--- src/rtl/ss_pkg.sv ---
package ss_pkg;

  typedef enum logic [3:0] {
    ST_IDLE,
    ST_DELAY,
    ST_RAMP1,
    ST_HOLD,
    ST_VIDCHK,
    ST_RAMP2,
    ST_RDLY,
    ST_RUN,
    ST_OFF
  } ss_state_t;

  function automatic int unsigned max3(input int unsigned a, input int unsigned b,
                                       input int unsigned c);
    int unsigned m;
    m = a;
    if (b > m) m = b;
    if (c > m) m = c;
    return m;
  endfunction

endpackage

--- src/rtl/ss_timer.sv ---
module ss_timer #(
  parameter int CNT_W = 16
) (
  input  logic             clk,
  input  logic             rst,
  input  logic             clr,
  output logic [CNT_W-1:0] cnt
);

  always_ff @(posedge clk) begin
    if (rst || clr) begin
      cnt <= '0;
    end else if (cnt != {CNT_W{1'b1}}) begin
      cnt <= cnt + 1'b1;
    end
  end

endmodule

--- src/rtl/ss_stepper.sv ---
module ss_stepper #(
  parameter int CODE_W = 8
) (
  input  logic              clk,
  input  logic              rst,
  input  logic              clr,
  input  logic              step,
  input  logic [CODE_W-1:0] tgt,
  output logic [CODE_W-1:0] code,
  output logic              at_tgt
);

  always_ff @(posedge clk) begin
    if (rst || clr) begin
      code <= '0;
    end else if (step && (code < tgt)) begin
      code <= code + 1'b1;
    end else if (step && (code > tgt)) begin
      code <= code - 1'b1;
    end
  end

  assign at_tgt = (code == tgt);

  // at most one code per edge outside a clear
  a_r4_unit_step: assert property (@(posedge clk) disable iff (rst)
    (!clr) |=> (code == $past(code) || code == $past(code) + 1'b1 ||
                code == $past(code) - 1'b1));

  // no movement on an edge without a step request
  a_r4_hold_without_tick: assert property (@(posedge clk) disable iff (rst)
    (!clr && !step) |=> $stable(code));

endmodule

--- src/rtl/ss_vid_qual.sv ---
module ss_vid_qual #(
  parameter int CODE_W       = 8,
  parameter int CHK_CYC      = 25,
  parameter int OFFSET_CODES = 0
) (
  input  logic              clk,
  input  logic              rst,
  input  logic              en,
  input  logic              vid_valid,
  input  logic              vid_off,
  input  logic [CODE_W-1:0] vid_code,
  output logic              fire,
  output logic              off_req,
  output logic [CODE_W-1:0] tgt
);

  localparam int QW = (CHK_CYC > 1) ? $clog2(CHK_CYC) : 1;
  localparam logic [QW-1:0] LAST = QW'(CHK_CYC - 1);
  localparam logic [CODE_W-1:0] OFS = CODE_W'(OFFSET_CODES);

  logic [QW-1:0] run_q;

  always_ff @(posedge clk) begin
    if (rst || !en || !vid_valid) begin
      run_q <= '0;
    end else if (run_q != LAST) begin
      run_q <= run_q + 1'b1;
    end
  end

  assign fire    = en && vid_valid && (run_q == LAST);
  assign off_req = vid_off;
  assign tgt     = (vid_code > OFS) ? (vid_code - OFS) : '0;

  generate
    if (CHK_CYC > 1) begin : g_multi
      // a sample needs valid on the previous edge too
      a_r6_valid_run: assert property (@(posedge clk) disable iff (rst)
        fire |-> ($past(vid_valid) && $past(en)));
    end
  endgenerate

endmodule

--- src/rtl/vreg_softstart.sv ---
module vreg_softstart #(
  parameter int CODE_W       = 8,
  parameter int BOOT_CODE    = 176,
  parameter int OFFSET_CODES = 0,
  parameter int DELAY_CYC    = 68000,
  parameter int HOLD_CYC     = 4250,
  parameter int VID_CHK_CYC  = 25,
  parameter int READY_CYC    = 4250
) (
  input  logic              clk,
  input  logic              rst,
  input  logic              por_ok,
  input  logic              pwr_en,
  input  logic              vtt_en,
  input  logic              ss_tick,
  input  logic [CODE_W-1:0] vid_code,
  input  logic              vid_valid,
  input  logic              vid_off,
  input  logic              uv_fault,
  input  logic              ov_fault,
  output logic [CODE_W-1:0] dac_code,
  output logic              vr_ready
);
  import ss_pkg::*;

  localparam int unsigned MAXC = max3(DELAY_CYC, HOLD_CYC, READY_CYC);
  localparam int CNT_W = $clog2(MAXC + 1);
  localparam logic [CNT_W-1:0] DLY_END  = CNT_W'(DELAY_CYC - 1);
  localparam logic [CNT_W-1:0] HOLD_END = CNT_W'(HOLD_CYC - 1);
  localparam logic [CNT_W-1:0] RDY_END  = CNT_W'(READY_CYC - 1);
  localparam logic [CODE_W-1:0] BOOT = CODE_W'(BOOT_CODE);

  ss_state_t         state_q, state_d;
  logic              en_ok, off_now;
  logic [CNT_W-1:0]  tmr;
  logic              tmr_clr;
  logic [CODE_W-1:0] tgt_q, step_tgt, q_tgt;
  logic              step_en, stp_clr, at_tgt;
  logic              q_fire, q_off;
  logic              ready_q;

  assign en_ok   = por_ok && pwr_en && vtt_en;
  assign off_now = vid_valid && vid_off;

  always_comb begin
    state_d = state_q;
    if (!en_ok) begin
      state_d = ST_IDLE;
    end else begin
      unique case (state_q)
        ST_IDLE:   state_d = ST_DELAY;
        ST_DELAY:  if (tmr == DLY_END) state_d = ST_RAMP1;
        ST_RAMP1:  if (at_tgt) state_d = ST_HOLD;
        ST_HOLD:   if (tmr == HOLD_END) state_d = ST_VIDCHK;
        ST_VIDCHK: if (q_fire) state_d = q_off ? ST_OFF : ST_RAMP2;
        ST_RAMP2: begin
          if (off_now)     state_d = ST_OFF;
          else if (at_tgt) state_d = ST_RDLY;
        end
        ST_RDLY: begin
          if (off_now)             state_d = ST_OFF;
          else if (tmr == RDY_END) state_d = ST_RUN;
        end
        ST_RUN:    if (off_now) state_d = ST_OFF;
        ST_OFF:    state_d = ST_OFF;
        default:   state_d = ST_IDLE;
      endcase
    end
  end

  always_ff @(posedge clk) begin
    if (rst) begin
      state_q <= ST_IDLE;
      tgt_q   <= '0;
      ready_q <= 1'b0;
    end else begin
      state_q <= state_d;
      if (state_q == ST_VIDCHK && q_fire) begin
        tgt_q <= q_tgt;
      end
      ready_q <= (state_q == ST_RUN) && en_ok && !uv_fault && !ov_fault && !off_now;
    end
  end

  assign tmr_clr  = (state_d != state_q);
  assign step_tgt = (state_q == ST_RAMP2) ? tgt_q : BOOT;
  assign step_en  = ss_tick && en_ok && ((state_q == ST_RAMP1) || (state_q == ST_RAMP2));
  assign stp_clr  = !en_ok || (state_q == ST_OFF);

  ss_timer #(.CNT_W(CNT_W)) u_timer (
    .clk (clk),
    .rst (rst),
    .clr (tmr_clr),
    .cnt (tmr)
  );

  ss_stepper #(.CODE_W(CODE_W)) u_stepper (
    .clk    (clk),
    .rst    (rst),
    .clr    (stp_clr),
    .step   (step_en),
    .tgt    (step_tgt),
    .code   (dac_code),
    .at_tgt (at_tgt)
  );

  ss_vid_qual #(
    .CODE_W       (CODE_W),
    .CHK_CYC      (VID_CHK_CYC),
    .OFFSET_CODES (OFFSET_CODES)
  ) u_qual (
    .clk       (clk),
    .rst       (rst),
    .en        (state_q == ST_VIDCHK),
    .vid_valid (vid_valid),
    .vid_off   (vid_off),
    .vid_code  (vid_code),
    .fire      (q_fire),
    .off_req   (q_off),
    .tgt       (q_tgt)
  );

  assign vr_ready = ready_q;

  // idle means a zero reference
  a_r2_idle_zero: assert property (@(posedge clk) disable iff (rst)
    (state_q == ST_IDLE) |-> (dac_code == '0));

  // enable loss clears code and ready on the next edge
  a_r12_enable_drop: assert property (@(posedge clk) disable iff (rst)
    (!en_ok) |=> (dac_code == '0 && !vr_ready));

  // faults drop ready
  a_r9_fault_drop: assert property (@(posedge clk) disable iff (rst)
    (uv_fault || ov_fault) |=> !vr_ready);

  // shutdown is held while the enables stay high
  a_r10_off_latched: assert property (@(posedge clk) disable iff (rst)
    (state_q == ST_OFF && en_ok) |=> (state_q == ST_OFF));

  // shutdown empties the reference
  a_r10_off_zero: assert property (@(posedge clk) disable iff (rst)
    (state_q == ST_OFF) |=> (dac_code == '0 && !vr_ready));

  // ready only with the code on its target
  a_r8_ready_on_target: assert property (@(posedge clk) disable iff (rst)
    vr_ready |-> (dac_code == tgt_q));

endmodule

--- config.mk ---
export PLATFORM = sky130hd
export DESIGN_NAME = vreg_softstart
export DESIGN_NICKNAME = d
export VERILOG_FILES = /design/src/rtl/ss_pkg.sv /design/src/rtl/ss_timer.sv /design/src/rtl/ss_stepper.sv /design/src/rtl/ss_vid_qual.sv /design/src/rtl/vreg_softstart.sv
export SDC_FILE = /design/constraint.sdc
export NUM_CORES = 1
export LEC_CHECK = 0
export BUFFER_PORTS_ARGS = -buffer_cell sky130_fd_sc_hd__buf_2
export CORE_MARGIN = 2
export CORE_UTILIZATION = 55
export CTS_BUF_LIST = sky130_fd_sc_hd__clkbuf_4
export DETAILED_ROUTE_END_ITERATION = 6
export PLACE_DENSITY = 0.79
export SKIP_LAST_GASP = 1
export SLEW_MARGIN = 20
export SYNTH_ARGS = -nofsm -noshare
export SYNTH_HDL_FRONTEND = slang
export SYNTH_SLANG_ARGS = --single-unit
--- constraint.sdc ---
create_clock -name clk -period 4.2 [get_ports clk]
set_input_delay 0.21 -clock clk [delete_from_list [all_inputs] [get_ports clk]]
set_output_delay 0.21 -clock clk [all_outputs]
set_load 0.01 [all_outputs]
### Word level (Yosys, flattened, before mapping)

Index checks and enable logic that the tools add are counted.

| operators by class | value |
|---|---|
| $add $sub $neg | 4 |
| $lt $le $gt $ge | 3 |
| equal/unequal tests | 15 |
| multiplexer cells | 16 |
| reduce and logical (&&, ||, !) cells | 28 |

Operator list:

| kind | number |
|---|---|
| $mux W4 | 11 |
| $pmux W4 S9 | 1 |
| $mux W8 | 4 |
| $add A17 B1 Y17 const B | 1 |
| $eq A17 B13 Y1 const B | 1 |
| $eq A17 B17 Y1 const B | 1 |
| $ne A17 B17 Y1 const B | 1 |
| $eq A4 B3 Y1 const B | 4 |
| $logic_and A1 B1 Y1 | 14 |
| $add A8 B1 Y8 const B | 1 |
| $eq A4 B2 Y1 const B | 2 |
| $eq A8 B8 Y1 | 1 |
| $gt A8 B1 Y1 const B | 1 |
| $gt A8 B8 Y1 | 1 |
| $lt A8 B8 Y1 | 1 |
| $sub A8 B1 Y8 const B | 1 |
| $logic_not A1 Y1 | 6 |
| $logic_or A1 B1 Y1 | 6 |
| $add A5 B1 Y5 const B | 1 |
| $eq A5 B5 Y1 const B | 1 |
| $ne A5 B5 Y1 const B | 1 |
| $eq A4 B1 Y1 const B | 1 |
| $eq A4 B4 Y1 const B | 1 |
| $logic_not A4 Y1 | 1 |
| other kinds (2) | 2 |

| word-level totals | value |
|---|---|
| register bits | 43 |
| input bits | 18 |
| word-level logic and storage cells | 72 |

### Depth between registers and ports, before layout

Gate-level depths: netlist of the first run.

| logic depth | value |
|---|---|
| depth in word-level cells | 9 |
| depth in mapped cells | 17 |
| mapped depth without buffers | 16 |

### Modules after synthesis

A second synthesis of the first run with hierarchy kept.

| unflattened totals | value |
|---|---|
| cells, all modules | 347 |
| area, all modules | 2930.3 um2 |

Modules (own cells, without submodules):

| module | instances | cells an instance | area an instance (um2) |
|---|---|---|---|
| vreg_softstart | 1 | 115 | 923.4 |
| ss_stepper | 1 | 103 | 834.6 |
| ss_timer | 1 | 90 | 810.8 |
| ss_vid_qual | 1 | 39 | 361.6 |

### Worst setup path before layout of the first run

No wires, ideal clock.

| path | value |
|---|---|
| kind | reg2reg |
| start point | register state_q[0] |
| end point | register u_stepper.code[7] |
| arrival time | 3.653 ns |
| data required time | 4.079 ns |
| path slack | 0.426 ns |
| cell stages (with the launch flop) | 17 |
| period minus slack after synthesis | 3.774 ns |
| cells stage by stage | dfxtp_1 buf_6 inv_1 nor3_1 nand2_1 ha_1 a21oi_1 nand2_1 a21oi_1 nand3_1 ha_1 a21oi_1 o211ai_1 o41a_1 a211o_1 a21oi_1 mux2_2 |

| between the ends | value |
|---|---|
| longest elaborated chain between the ends | 5 |
| elaborated cells on any way between the ends | 14 |

Ends and longest elaborated chain:

| what | RTL line | source |
|---|---|---|
| start: declaration | vreg_softstart.sv:33 | `ss_state_t state_q, state_d;` |
| start signal: assignment | vreg_softstart.sv:77 | `state_q <= state_d;` |
| $eq A4 B3 Y1 / $eq A4 B2 Y1 (equally long branches) | vreg_softstart.sv:86, vreg_softstart.sv:87 |  |
| $mux W8 / $logic_or A1 B1 Y1 (equally long branches) | vreg_softstart.sv:86, vreg_softstart.sv:87 |  |
| $lt A8 B8 Y1, or another cell as far along | ss_stepper.sv:16 | `end else if (step && (code < tgt)) begin` |
| $logic_and A1 B1 Y1, on equally long branches | ss_stepper.sv:16, ss_stepper.sv:18 |  |
| $mux W8 / $reduce_bool A2 Y1 (equally long branches) | -- |  |
| end signal: assignment | ss_stepper.sv:17 | `code <= code + 1'b1;` |
| end signal: assignment | ss_stepper.sv:19 | `code <= code - 1'b1;` |
| end: declaration | ss_stepper.sv:9 | `output logic [CODE_W-1:0] code,` |

Several ways; a longest one is shown, not always the timed one.
A chain may end at the register's enable or synchronous reset.

### Final worst setup path of the first run

| path | value |
|---|---|
| start point | register state_q[3] |
| end point | register u_stepper.code[7] |

The elaborated chain is that of the path after synthesis.

==> flow_summary.ini, run 1 <==
[outcome]
status = finished clean

[hold_path]
min_from = uv_fault
worstHoldPathCells = 2
hp-class = in2reg
whs_endpoint = vr_ready

[synthesis]
synth_nets = 374
yosysWarnings = 0
synth.distinct_cells = 59
yosys.area_share.simple_pct = 26.7
synth_top_family_by_area = simple AND/OR/NAND/NOR gates
yosys-mux-area-fraction_pct = 3.61
synth_fa_ha_area_share_pct = 9.07
synth_edf_count = 0
syn-cell-area_mm2 = 0.00284
synth_ff_type = dfxtp_1
synth_compound_area_share_pct = 18.1
synth.yosys.seq_area_share_pct = 30.3
synthArstFlopShare_pct = 0
ys_seq_elements = 43
syn_avg_cell_area_um2 = 8.45
synth_xor_area_share_pct = 6.78
synth_cells = 336

[detailed_routing]
via_count = 2442
wire_per_inst_um = 13.6
drc = 0
drt_iter0_drc = 117
ant_nets = 0
drt-pass1-iter-count = 5
viasPerCell = 5.60
drt-total-wl_um = 5920

[timing]
rsz0062_at_grt = false
min_period_ps = 3840
slew_headroom_pct = 37.8
finalCritPeriodShare_pct = 91.5
hold_violations = 0
finalMaxSlewViolations = 0
worst_pin_slew_ps = 932
setup_viol = 0
fmaxAchievable_ghz = 0.260
finClkSkew_ps = 11.4
tns_ps = 0

[finish]
syn_to_final_growth_pct = 8.15
fin_util_pct = 60.9
drive_gt1_share_pct = 18.3
diodes = 0
nets = 403
fin_area_mm2 = 0.00307
fin_cells = 436

[power_and_ir_drop]
vdd_drop_max_uv = 181
fin_total_pwr_uw = 653
power_per_cell_area_mw_per_mm2 = 213
p_leak_uw = 0.00125

[global_routing]
grt_max_degree = 18
antenna_found_initial = 0
grt_pass1_wl_um = 10100
grt_overflow = 0
grt_use_total_pct = 22.9
grt_pass1_vias = 2272

[critical_path]
rr_worst_depth = 15
critPathArrivalTime_ps = 4100
reg2reg_slack_ps = 360
start_kind = flop
rr_endpoint = u_stepper.code[7]
cp_data_required_time_ps = 4460
critPathKind = reg2reg
end_kind = flop
path_max_fanout = 12
r2r_start = state_q[3]

[run]
drv_cap = 0

[placed_design]
port-buffer-count = 26
dp_hpwl_um = 4450
placed_area_mm2 = 0.00300
gp_congestion = 0.898
placed_cells = 427

[die]
core-area_mm2 = 0.00504
fp-row-count = 26
dieArea_mm2 = 0.00575
pin_count = 27
die_h_um = 75.9
die_x_um = 75.9
initial_utilization_pct = 56.3

[cts]
cts_buffer_depth = 2
numCtsBuffers = 5
cts_root_buf = clkbuf_4
cts_sinks = 43
path_clk_slew_ps = 120
cts_tree = built
htreeDepth = 2
clock_latency_ps = 360
==> through the flow <==
stage,hold WS (ps),setup slack [ps]
CTS,1.43,55.5
global route,6.01,81.2
detailed placement,393,68.2
finish,10.8,356
floorplan,287,426
global placement,372,252
==> timing repair <==
item / CTS / global route
hold buffers: 1 / 0
resized for setup: 0 / 3
endpoints found under the hold margin: 1 / 0
setup endpoints to repair: 0 / 2
buffers inserted: 0 / 0
==> power breakdown <==
group          switching, uW  leakage (uW)  internal (uW)
Sequential              2.65      0.000347            410
Clock                    136     0.0000307           68.7
Combinational           20.7      0.000875           14.9
==> area by class of cell <==
type                       instances  area (um^2)
clock buffer                       6         45.0
fill                             447         1970
inverter                          10         37.5
sequential                        43          862
clock inverter                     2         7.51
tap                               70         87.6
multi-input combinational        271         1840
timing repair buffer              34          196
==> cells in the mapped netlist (all sizes together) (3+ instances only) <==
master,n,area (um^2)
ha,19,238
a21oi,36,218
xnor2,15,131
nand4,8,50.1
nand2b,5,31.3
nand3,23,115
nor3b,4,35.0
inv,10,37.5
nor4,3,40.0
xor2,7,61.3
a21o,3,22.5
o211ai,3,22.5
dfxtp,43,861
buf,7,77.6
mux2i,8,80.1
o21ai,11,55.1
nand3b,3,26.3
nor3,10,50.1
nand2,39,146
nand4b,4,35.0
clkbuf,5,38.8
nor2,35,131
==> kinds of logic (layout without fill, tap and decap cells) <==
group / after synthesis / after routing
AND/OR/NAND/NOR: 147 / 147
AO/OA/AOI/OAI: 72 / 72
flip-flops: 43 / 43
XOR/XNOR: 22 / 22
buffers and inverters: 22 / 52
adder cells (fa/ha/maj): 20 / 20
multiplexers: 10 / 10
==> critical path, cell delays in order, from the launching register on <==
cell and delay, ps:
dfxtp_1 430, nand2b_1 240, nor3_2 250, nand2_1 100, ha_1 290, nor2b_1 130, o211ai_1 150, a21o_1 210
nand3_2 210, ha_1 330, a21oi_1 200, o211ai_1 140, o41a_1 340, a211o_1 230, a21oi_1 150, mux2_2 340
==> metal layers <==
layer | up-vias | wire length (um) | share of wire (%) | global-route usage, %
met4 | 0 | 82 | 1.4 | 8.38
met1 | 1112 | 2770 | 47 | 28.3
met5 | - | 0 | 0 | 0
li1 | 1265 | - | - | -
met2 | 56 | 2840 | 48 | 39.1
met3 | 9 | 233 | 3.9 | 4.76
==> cells in the final DEF (no fill, tap or decap), types with 2 or more instances in the layout <==
master    instances
a21oi_1          26
nor3b_1           3
and2_1            2
nand2b_1          5
dfxtp_1          42
or3_2             2
nor2_1           35
nand4b_1          4
nand4_1           8
o32a_1            2
buf_2            26
mux2i_1           8
buf_4             6
clkinv_1          2
a21oi_2          10
nand2_1          39
ha_1             19
nor3_1            9
o211ai_1          3
inv_1            10
a21o_1            3
a211o_1           2
nand3b_1          2
mux2_2            2
xor2_1            7
o21ai_0          11
a22oi_1           2
nand3_1          22
xnor2_1          15
clkbuf_4          6
nor2b_1           2
==> registers in the layout, indices dropped and copies added (netlist names) <==
name            cells
u_stepper.code      8
tgt_q               8
u_timer.cnt        17
state_q             4
vr_ready            1
u_qual.run_q        5
==> worst max-delay path by stage <==
stage,depth (start not counted),from,end
final,15,state_q[3],u_stepper.code[7]
after global routing,15,state_q[3],u_stepper.code[7]
after CTS,15,state_q[2],u_stepper.code[7]
after detailed placement,15,state_q[2],u_stepper.code[7]
after global placement,15,state_q[2],u_stepper.code[7]
after floorplan,16,state_q[0],u_stepper.code[7]
(Power assumes the default switching activity.)
==> run 2: changes to the inputs <==
Settings changed: BUFFER_PORTS_ARGS -buffer_cell sky130_fd_sc_hd__buf_2 to default, DONT_BUFFER_PORTS from default to 1, PLACE_DENSITY 0.79 to 0.74.
==> run 2 against run 1 <==
First-iteration DRC count unchanged. Global-route usage decreased by 0.62 points. Power is 1.4% lower. Wire length shrank 1.4%.
==> flow_summary.ini, run 2 (same netlist as run 1, synthesis figures left out) <==
[outcome]
status = finished clean

[timing]
finalMaxSlewViolations = 0
rsz0062_at_grt = false
worst_pin_slew_ps = 927
finClkSkew_ps = 11.6
layout_setup_ws_ps = 352
hold_violations = 0
min_period_ps = 3850
finalCritPeriodShare_pct = 91.6
tns_ps = 0
slew_headroom_pct = 38.1
fmaxAchievable_ghz = 0.260
setup_viol = 0

[critical_path]
start_kind = flop
path_max_fanout = 12
cp_data_required_time_ps = 4470
critical_path.cell_chain = nand2b_1 > nor3_2 > nand2_1 > ha_1 > a21oi_1 > nand2_1 > a21oi_1 > nand3_2 > ha_1 > a21oi_1 > o211ai_1 > o41a_1 > a211o_1 > a21oi_1 > mux2_2
rr_worst_depth = 15
end_kind = flop
slowest_delay_ps = 420
cp_slowest_cell = dfxtp_1
critPathKind = reg2reg
cpMostUsedCell = a21oi_1
critPathArrivalTime_ps = 4120

[finish]
largest_register = u_timer.cnt
final_cell_mix = dfxtp_1, nand2_1, nor2_1, a21oi_1, nand3_1
biggestRegsByFlops = u_timer.cnt: 17 flops, tgt_q: 8 flops, u_stepper.code: 8 flops
largest_reg_flops = 17
fin_area_mm2 = 0.00302
drive_gt1_share_pct = 11.8
diodes = 0
fin_util_pct = 59.9
final_common_cell = dfxtp_1
syn_to_final_growth_pct = 6.26
nets = 385

[power_and_ir_drop]
power_per_cell_area_mw_per_mm2 = 213
vdd_drop_max_uv = 217
p_leak_uw = 0.00117
fin_total_pwr_uw = 644

[cts]
htreeDepth = 2
clock_latency_ps = 360
cts_buffer_depth = 2
cts_root_buf = clkbuf_4
numCtsBuffers = 5
cts_sinks = 43
cts_setup_buffers = 0
path_clk_slew_ps = 130
cts_tree = built

[placed_design]
place_ws_ps = 101
dp_hpwl_um = 4310
gp_congestion = 0.929
port-buffer-count = 0
placed_area_mm2 = 0.00286

[global_routing]
grt_use_met1_pct = 27.3
grt_pass1_vias = 2204
grt_overflow = 0
use_met3_pct = 4.76
antenna_found_initial = 0
grt_use_total_pct = 22.3
grt_pass1_wl_um = 9890
grt_max_degree = 18
met2_usage_pct = 39.0
grt_busiest_layer = met2

[detailed_routing]
drt_iter0_drc = 117
via_count = 2420
drt-total-wl_um = 5840
ant_nets = 0
drt-pass1-iter-count = 4
wire_per_inst_um = 14.0
viasPerCell = 5.79
drc = 0

[die]
dieArea_mm2 = 0.00575
core-area_mm2 = 0.00504
fp-row-count = 26
die_x_um = 75.9
die_h_um = 75.9
pin_count = 27
initial_utilization_pct = 56.3

[run]
drv_cap = 0

[hold_path]
worstHoldPathCells = 2
hp-class = in2reg
## run 2: metal layers
metal | part of all wire [%] | up-vias
li1 | - | 1224
met1 | 44 | 1122
met2 | 49 | 65
met3 | 6.0 | 9
met4 | 1.3 | 0
met5 | 0 | -
## run 2: path summary, 6_finish.rpt
check             startpoint                end  slack (ps)
max               state_q[3]  u_stepper.code[7]         350
min              vid_code[7]           tgt_q[7]           7
max reg2reg       state_q[3]  u_stepper.code[7]         350
min reg2reg  u_qual.run_q[1]    u_qual.run_q[1]         510
## run 2: repair_timing
item,CTS,global route
setup endpoints to repair,0,2
resized for setup,0,3
hold buffers,9,0
endpoints found under the hold margin,9,0
## run 2: power breakdown
group          switching, uW  internal (uW)  total [uW]  leakage (uW)
Combinational           17.8           12.8        30.6      0.000796
Clock                    132           68.7         201     0.0000307
Sequential              2.67            410         413      0.000347
## run 2: worst max-delay path: cells and delay by family (launching register included)
family / cells / cell delay (ps)
simple gates: 5 / 870
mux: 1 / 340
compound gates: 7 / 1480
fa+ha+maj: 2 / 650
flops: 1 / 420
## run 2: final cells by class
type	count	area, um^2
tap	70	87.6
clock inverter	2	7.51
fill	447	2020
clock buffer	6	45.0
sequential	43	862
multi-input combinational	271	1840
timing repair buffer	16	143
inverter	10	37.5
## run 2: stage by stage
step,cells,hold WS (ps)
6_report,418,6.83
5_1_grt,418,24.8
2_1_floorplan,336,287
3_3_place_gp,401,284
3_5_place_dp,401,285
4_1_cts,418,5.08
==> run 3: changes to the inputs <==
Settings changed: CELL_PAD_IN_SITES_DETAIL_PLACEMENT from default to 0, CELL_PAD_IN_SITES_GLOBAL_PLACEMENT from default to 1, CORE_UTILIZATION 55 to 50, PLACE_DENSITY 0.74 to 0.86.
==> run 3 against run 2 <==
Combinational power rose by 4%. Clock skew about the same. Critical endpoint unchanged. Critical path type unchanged. Critical path depth unchanged.
==> flow_summary.ini, run 3 (same netlist as run 1, synthesis figures left out) <==
[cts]
clock_latency_ps = 370
cts_root_buf = clkbuf_4
htreeDepth = 2
cts_setup_buffers = 0
cts_buffer_depth = 2
path_clk_slew_ps = 130
cts_sinks = 43
numCtsBuffers = 5
cts_tree = built

[power_and_ir_drop]
vdd_drop_max_uv = 124
p_leak_uw = 0.00119
power_per_cell_area_mw_per_mm2 = 211

[placed_design]
placed_area_mm2 = 0.00288
place_ws_ps = 67.0
port-buffer-count = 0
placed_cells = 405
gp_congestion = 0.921
dp_hpwl_um = 4370

[die]
pin_count = 27
die_h_um = 79.4
fp-row-count = 27
die_x_um = 79.4
initial_utilization_pct = 51.6
dieArea_mm2 = 0.00630
core-area_mm2 = 0.00551

[critical_path]
r2r_start = state_q[2]
rr_worst_depth = 15
reg2reg_slack_ps = 430
critPathArrivalTime_ps = 4040
cp_data_required_time_ps = 4470
rr_endpoint = u_stepper.code[7]
critical_path.cell_chain = nand2b_1 > nor3_2 > nand2_1 > ha_1 > nor2b_1 > o211ai_1 > a21o_1 > nand3_2 > ha_1 > a21oi_1 > o211ai_1 > o41a_1 > a211o_1 > a21oi_1 > mux2_2
path_max_fanout = 12
slowest_delay_ps = 450
cp_slowest_cell = dfxtp_2
end_kind = flop
start_kind = flop
critPathKind = reg2reg

[detailed_routing]
viasPerCell = 5.76
drc = 0
wire_per_inst_um = 14.5
drt_iter0_drc = 100
drt-pass1-iter-count = 5
via_count = 2436
drt-total-wl_um = 6140
ant_nets = 0

[timing]
finClkSkew_ps = 12.0
tns_ps = 0
finalCritPeriodShare_pct = 89.8
hold_violations = 0
rsz0062_at_grt = false
setup_viol = 0
finalMaxSlewViolations = 0
layout_setup_ws_ps = 430
fmaxAchievable_ghz = 0.265
worst_pin_slew_ps = 754
slew_headroom_pct = 49.3
min_period_ps = 3770

[finish]
drive_gt1_share_pct = 12.3
final_common_cell = dfxtp_1
diodes = 0
largest_register = u_timer.cnt
fin_area_mm2 = 0.00305
syn_to_final_growth_pct = 7.36
final_cell_mix = dfxtp_1, nand2_1, nor2_1, a21oi_1, nand3_1
nets = 389
fin_cells = 423
biggestRegsByFlops = u_timer.cnt: 17 flops, tgt_q: 8 flops, u_stepper.code: 8 flops
largest_reg_flops = 17

[global_routing]
grt_pass1_vias = 2236
antenna_found_initial = 0
grt_max_degree = 18
grt_overflow = 0
grt_pass1_wl_um = 10400
grt_use_total_pct = 20.7

[run]
drv_cap = 0

[outcome]
status = finished clean

[hold_path]
worstHoldPathCells = 3
whs_endpoint = state_q[2]
min_from = rst
hp-class = in2reg
[run 3: cell count changes in the layout (fill, tap and decap cells not counted)]
cell / previous run / this run
clkbuf_4: 6 / 5
dlygate4sd3_1: 9 / 11
clkinv_1: 2 / 1
clkinv_2: 0 / 1
buf_4: 7 / 9
[run 3: area by class of cell]
cell class	count	area [um^2]
multi-input combinational	271	1840
clock buffer	5	37.5
tap	72	90.1
clock inverter	2	8.76
timing repair buffer	20	178
sequential	43	862
inverter	10	37.5
fill	524	2460
[run 3: how the worst max path moves through the flow]
stage               startpoint                 to  slack [ps]  cells past startpoint
floorplan           state_q[0]  u_stepper.code[7]         430                     16
global placement    state_q[2]  u_stepper.code[7]         200                     15
detailed placement  state_q[2]  u_stepper.code[7]          70                     15
CTS                 state_q[2]  u_stepper.code[7]          20                     15
global route        state_q[2]  u_stepper.code[7]         110                     15
finish              state_q[2]  u_stepper.code[7]         430                     15
[run 3: per-stage QoR]
stage          total power (uW)  hold slack, ps  utilization (%)
3_3_place_gp                446             284             52.3
6_report                    643             115             55.4
5_1_grt                     667             145             55.4
4_1_cts                     650             110             55.2
2_1_floorplan               446             287                -
3_5_place_dp                447             285             52.3
[run 3: worst max-delay path, delay by kind of cell, from the launching register on]
kind / cells / cell delay (ps)
adders and majority gates: 2 / 620
AOI/OAI and AO/OA: 7 / 1460
and+or+nand+nor: 5 / 820
DFF: 1 / 450
muxes: 1 / 350
[run 3: metal layers]
metal	track usage [%]	routed length, um	vias to the layer above
met1	26.3	2880	1160
met4	5.17	70	0
met5	0	0	-
met3	4.19	206	9
met2	35.8	2990	32
li1	-	-	1235
[run 3: power by group]
part           leakage (uW)  internal, uW  total, uW  switching, uW
sequential         0.000347           410        413           2.79
clock             0.0000285          59.5        198            139
combinational      0.000814          14.1       31.8           17.7
[run 3: timing repair]
action | CTS | global route
endpoints found under the setup margin | 0 | 2
hold buffers | 11 | 0
gates resized for setup | 0 | 3
hold endpoints to repair | 9 | 0
